--- src/rtl/place_reorder_pkg.sv ---
package place_reorder_pkg;

    localparam int CW = 16;

    typedef struct packed {
        logic [CW-1:0] row;
        logic [CW-1:0] col;
    } pos_t;

    typedef enum logic [1:0] {
        BUF_IDLE  = 2'd0,
        BUF_WRITE = 2'd1,
        BUF_POP   = 2'd2
    } buf_op_e;

    function automatic int out_dim(input int f, input int k, input int s);
        return (f - k) / s + 1;
    endfunction

    // True when a coordinate lands on window offset 'off' of some window
    function automatic logic place_hit(input int coord, input int off,
                                       input int s, input int fo);
        if (coord < off) return 1'b0;
        if (((coord - off) % s) != 0) return 1'b0;
        return ((coord - off) / s) < fo;
    endfunction

endpackage

--- src/rtl/place_reorder_arrange.sv ---
module place_reorder_arrange
    import place_reorder_pkg::*;
#(
    parameter int F = 8,
    parameter int K = 3,
    parameter int S = 1
) (
    input  logic         clk,
    input  logic         rst,
    input  logic         adv,
    output logic [K*K-1:0] need
);
    localparam int FO = out_dim(F, K, S);
    localparam logic [CW-1:0] LAST = CW'(F - 1);

    pos_t pos_q;
    logic [K-1:0] row_hit;
    logic [K-1:0] col_hit;

    always_ff @(posedge clk) begin
        if (rst) begin
            pos_q <= '0;
        end else if (adv) begin
            if (pos_q.col == LAST) begin
                pos_q.col <= '0;
                pos_q.row <= (pos_q.row == LAST) ? '0 : pos_q.row + 1'b1;
            end else begin
                pos_q.col <= pos_q.col + 1'b1;
            end
        end
    end

    // Row and column membership are decided separately, then combined
    for (genvar g = 0; g < K; g++) begin : g_axis
        assign row_hit[g] = place_hit(int'(pos_q.row), g, S, FO);
        assign col_hit[g] = place_hit(int'(pos_q.col), g, S, FO);
    end

    for (genvar r = 0; r < K; r++) begin : g_row
        for (genvar c = 0; c < K; c++) begin : g_col
            assign need[r*K + c] = row_hit[r] & col_hit[c];
        end
    end

endmodule

--- src/rtl/place_reorder_bank.sv ---
module place_reorder_bank
    import place_reorder_pkg::*;
#(
    parameter int W     = 8,
    parameter int DEPTH = 16
) (
    input  logic         clk,
    input  logic         rst,
    input  logic         wr,
    input  logic         pop,
    input  logic [W-1:0] wdata,
    output logic [W-1:0] head,
    output logic         nonempty,
    output logic         ovf
);
    localparam int AW   = (DEPTH > 1) ? $clog2(DEPTH) : 1;
    localparam int CNTW = $clog2(DEPTH + 1);
    localparam logic [CNTW-1:0] FULL = CNTW'(DEPTH);

    logic [W-1:0]    bank_q [DEPTH];
    logic [CNTW-1:0] cnt_q;
    buf_op_e         op;

    always_comb begin
        if (pop)                        op = BUF_POP;
        else if (wr && cnt_q != FULL)   op = BUF_WRITE;
        else                            op = BUF_IDLE;
    end

    assign ovf      = wr && !pop && (cnt_q == FULL);
    assign head     = bank_q[0];
    assign nonempty = (cnt_q != '0);

    always_ff @(posedge clk) begin
        if (rst) begin
            cnt_q <= '0;
        end else begin
            case (op)
                BUF_WRITE: cnt_q <= cnt_q + 1'b1;
                BUF_POP:   cnt_q <= cnt_q - 1'b1;
                default:   cnt_q <= cnt_q;
            endcase
        end
    end

    // Data slots carry no reset; occupancy is tracked by cnt_q alone
    always_ff @(posedge clk) begin
        case (op)
            BUF_WRITE: bank_q[cnt_q[AW-1:0]] <= wdata;
            BUF_POP: begin
                for (int i = 0; i < DEPTH - 1; i++) begin
                    bank_q[i] <= bank_q[i+1];
                end
            end
            default: ;
        endcase
    end

endmodule

--- src/rtl/place_reorder.sv ---
module place_reorder
    import place_reorder_pkg::*;
#(
    parameter int F     = 8,
    parameter int K     = 3,
    parameter int S     = 1,
    parameter int W     = 8,
    parameter int DEPTH = 16
) (
    input  logic           clk,
    input  logic           rst,
    input  logic           in_valid,
    output logic           in_ready,
    input  logic [W-1:0]   in_pixel,
    output logic           out_valid,
    input  logic           out_ready,
    output logic [K*K*W-1:0] out_block,
    output logic           err_ovf
);
    localparam int NP = K * K;

    logic          accept;
    logic          pop;
    logic [NP-1:0] need;
    logic [NP-1:0] nonempty;
    logic [NP-1:0] ovf_vec;
    logic          err_q;

    assign accept = in_valid && in_ready;
    assign pop    = out_valid && out_ready;

    // Every position queue holds an entry for the oldest finished window
    assign out_valid = &nonempty;
    assign in_ready  = !out_valid;
    assign err_ovf   = err_q;

    place_reorder_arrange #(
        .F(F), .K(K), .S(S)
    ) u_arrange (
        .clk  (clk),
        .rst  (rst),
        .adv  (accept),
        .need (need)
    );

    for (genvar p = 0; p < NP; p++) begin : g_place
        place_reorder_bank #(
            .W(W), .DEPTH(DEPTH)
        ) u_bank (
            .clk      (clk),
            .rst      (rst),
            .wr       (accept && need[p]),
            .pop      (pop),
            .wdata    (in_pixel),
            .head     (out_block[p*W +: W]),
            .nonempty (nonempty[p]),
            .ovf      (ovf_vec[p])
        );
    end

    always_ff @(posedge clk) begin
        if (rst)           err_q <= 1'b0;
        else if (|ovf_vec) err_q <= 1'b1;
    end

endmodule

--- config.mk ---
export PLATFORM = sky130hd
export DESIGN_NAME = place_reorder
export DESIGN_NICKNAME = d
export VERILOG_FILES = /design/src/rtl/place_reorder_pkg.sv /design/src/rtl/place_reorder_arrange.sv /design/src/rtl/place_reorder_bank.sv /design/src/rtl/place_reorder.sv
export SDC_FILE = /design/constraint.sdc
export NUM_CORES = 2
export LEC_CHECK = 0
export BUFFER_PORTS_ARGS = -buffer_cell sky130_fd_sc_hd__buf_2
export CORE_ASPECT_RATIO = 0.75
export CORE_MARGIN = 2
export CORE_UTILIZATION = 44
export DETAILED_ROUTE_END_ITERATION = 7
export GPL_TIMING_DRIVEN = 0
export PLACE_DENSITY = 0.59
export RECOVER_POWER = 50
export REMOVE_ABC_BUFFERS = 1
export SLEW_MARGIN = 20
export SYNTH_ARGS = -nofsm -noshare
export SYNTH_HDL_FRONTEND = slang
export SYNTH_SLANG_ARGS = --single-unit
--- constraint.sdc ---
create_clock -name clk -period 8.3 [get_ports clk]
set_input_delay 1.245 -clock clk [delete_from_list [all_inputs] [get_ports clk]]
set_output_delay 1.245 -clock clk [all_outputs]
set_load 0.03 [all_outputs]
==> key figures <==
Outcome
  – Status: finished, violations left
  – Failing checks: max-capacitance violations, max-slew violations

Logic synthesis
  – FF+latch count, synth: 1230
  – Syn_area_per_cell: 11.2 sq um
  – Post-synth ARST share: 0%
  – Ys Warns: 0
  – Most common cell in the netlist: nand2_1
  – Cell count after synthesis: 4551
  – Post-synth cell types: 79
  – Sequential area share after synthesis: 70.8%
  – Largest area contributor in the netlist: edfxtp_1
  – Area contributors post-synth: edfxtp_1 68%, nand2_1 16%, dfxtp_1 3.1%
  – Top FF cell, synth: edfxtp_1
  – EDFF count, synth: 1152
  – Synthesized cell area: 51100 sq um
  – Yosys top cell area share: 67.7%
  – Top cells by count, synth: 2228 x nand2_1, 1152 x edfxtp_1, 240 x clkbuf_1

Drt
  – DR vias/cell: 5.13
  – Met1 WL: 52400 um
  – Top Metal Used: met5
  – Initial DRC count: 2540
  – DR vias: 31500
  – Pre-antenna DRT Iters: 5
  – DRC viols: 0
  – Post-route antenna net violation count: 0
  – WL/cell: 16.8 um
  – WL met3: 5180 um
  – Wire length on met2: 43700 um
  – Final wirelength: 103000 um

Die
  – Core area: 115000 sq um
  – Die width: 397 um
  – # IOs: 87
  – Rows: 108
  – Initial Util: 44.3%
  – Die ar.: 119000 sq um
  – Die height: 299 um

Power and ir drop
  – Leakage Power: 20.2 nW
  – Worst vdd ir: 177 uV
  – Post-layout power: 12.5 mW
  – Power Density: 222 nW/um^2

Flow run
  – Max-cap violations: 27

Critical path
  – R2R Setup Slk: 1100 ps
  – Max Fanout on Critical Path: 16
  – Crit path arrival time: 7520 ps
  – R2R Path Start: u_arrange.pos_q[4]
  – Crit. End Element: register
  – Crit path buf inv count: 0
  – Crit Path Category: register to register
  – Crit path cell chain: nor4_1 > a31oi_1 > a2111oi_0 > nand4bb_1 > a2111oi_0 > nand2_1 > o21ai_0
  – Worst path required time: 8620 ps
  – CP delay by family, top: compound AO/OA/AOI/OAI gates
  – Reg2reg end: g_place[2].u_bank.bank_q[1][4]
  – CP max stage delay: 2310 ps
  – Worst path most repeated cell: a2111oi_0
  – Startpoint types: register
  – R2R depth: 7
  – Critical-path top delay cell: a2111oi_0

Cells and area
  – Multi-input gate area: 13700 sq um
  – Ant. Diodes: 0
  – Layout cells sized above 1: 5.19%
  – Register area: 36200 sq um
  – Fin cells: 6144
  – Layout Nets: 4557
  – Area delta synth->final: 10.5%
  – Fillers: 10400

Timing
  – Final Hold Fails: 0
  – RSZ-0062 raised after global routing: false
  – Worst rel slew slack: -101%
  – FMAX: 0.139 GHz
  – Post-route minimum period: 7200 ps
  – Final setup vio count: 0
  – Slew Viols, Final: 1091
  – Period utilization: 86.8%
  – Worst slew pin tran: 3010 ps
  – Final WS setup: 1100 ps
  – Post-route setup TNS: 0 ps
  – Clock Skew: 27.0 ps

Global route
  – Initial antenna violation count: 4
  – Largest net degree at the start of global routing: 138
  – Global-route wire length before repair: 166000 um
  – GR Util All Layers: 17.4%
  – Total gr overflow: 0
  – Vias in the first global route: 29700

Clocking
  – Clock latency reported for the late side of the worst-skew pair: 730 ps
  – Post-CTS Resized: 0
  – CTS Buf Count: 119
  – Deepest clock path buffer count: 3
  – # Post-CTS Setup Buffers: 0
  – H-tree level count: 3
  – Reg clk slew, reported paths: 60 ps
  – Cts hold-fix bufs: 0
  – CTS tree: done
  – Root Driver: clkbuf_16
  – Clk sinks: 1230

Place
  – Post-detail-place hpwl: 62200 um
  – Pre-CTS WS: 1480 ps
  – RePlAce Congestion: 0.864
  – Placed Cells incl. Taps: 5918
  – IO buf count: 86

Min path
  – HP Class: register to register
  – Worst Hold Endpoint: g_place[1].u_bank.bank_q[10][1]
  – Hold Path Depth: 2
  – HP Start: g_place[1].u_bank.bank_q[11][1]
per-layer routing:
| metal | vias up | GRT usage (%) |
|---|---|---|
| met4 | 2 | 4.11 |
| li1 | 15400 | - |
| met5 | - | 0 |
| met1 | 15400 | 27.3 |
| met2 | 591 | 25.0 |
| met3 | 150 | 3.01 |
final cells by class:
class	instances	share of cell area (%)
well taps	1540	3.41
clock inverters	62	1.03
inverters	16	0.120
clock buffers	164	5.75
flip-flops and latches	1230	64.0
multi-input cells	3006	24.3
repair buffers	126	1.38
cell usage in the layout (no fill, tap or decap), types with 25 or more instances in the layout:
| master | n |
|---|---|
| a21oi_1 | 49 |
| ha_1 | 37 |
| edfxtp_1 | 1152 |
| clkbuf_1 | 145 |
| o21ai_1 | 40 |
| o21ai_0 | 97 |
| dfxtp_1 | 78 |
| xor2_1 | 29 |
| nor3_1 | 32 |
| a21o_1 | 25 |
| nor4_1 | 25 |
| nor2_1 | 103 |
| nand2_1 | 2227 |
| clkbuf_16 | 120 |
| nand2b_1 | 27 |
| nand3_1 | 32 |
stage by stage:
stage          hold WS [ps]  area [sq um]  util, %
3_5_place_dp            492         53300     46.2
4_1_cts                 503         57100     49.5
2_1_floorplan           454         49900        -
3_3_place_gp            481         52300     45.3
6_report                503         56500     48.9
5_1_grt                 526         56500     48.9
power by group:
group          total [mW]  internal, mW  switching (mW)
clock network        5.35          3.02            2.33
logic               0.383         0.118           0.265
registers            6.80          6.79          0.0129
total                12.5          9.93            2.61
worst max path at each step:
stage	cells past startpoint	slack [ps]	to	start
2_1_floorplan	8	-16350	g_place[1].u_bank.bank_q[15][0]	g_place[7].u_bank.cnt_q[0]
3_3_place_gp	13	-33570	g_place[4].u_bank.cnt_q[4]	g_place[2].u_bank.cnt_q[0]
3_5_place_dp	18	1480	g_place[4].u_bank.cnt_q[4]	g_place[8].u_bank.cnt_q[0]
4_1_cts	18	1440	g_place[4].u_bank.cnt_q[4]	g_place[8].u_bank.cnt_q[0]
5_1_grt	18	670	g_place[8].u_bank.cnt_q[4]	g_place[8].u_bank.cnt_q[0]
6_report	7	1100	g_place[2].u_bank.bank_q[1][4]	u_arrange.pos_q[4]
cell families after synthesis:
kind of cell	after synthesis	share of synthesized area, %
xor+xnor	53	0.909
flops	1230	70.8
fa+ha+maj	46	1.26
buf+inv	315	2.44
compound gates	309	3.91
mux	26	0.549
simple gates	2572	20.2
flip-flops by register name, indices dropped and copies added, names as in the netlist:
| signal | flops |
|---|---|
| g_place.u_bank.bank_q | 1152 |
| g_place.u_bank.cnt_q | 45 |
| u_arrange.pos_q | 32 |
| err_ovf | 1 |
tightest hold or removal path: stages (launching register included):
cell      delay (ps)
edfxtp_1         320
nand2_1           50
nand2_1           50
Power figures use the tool's default switching activity.
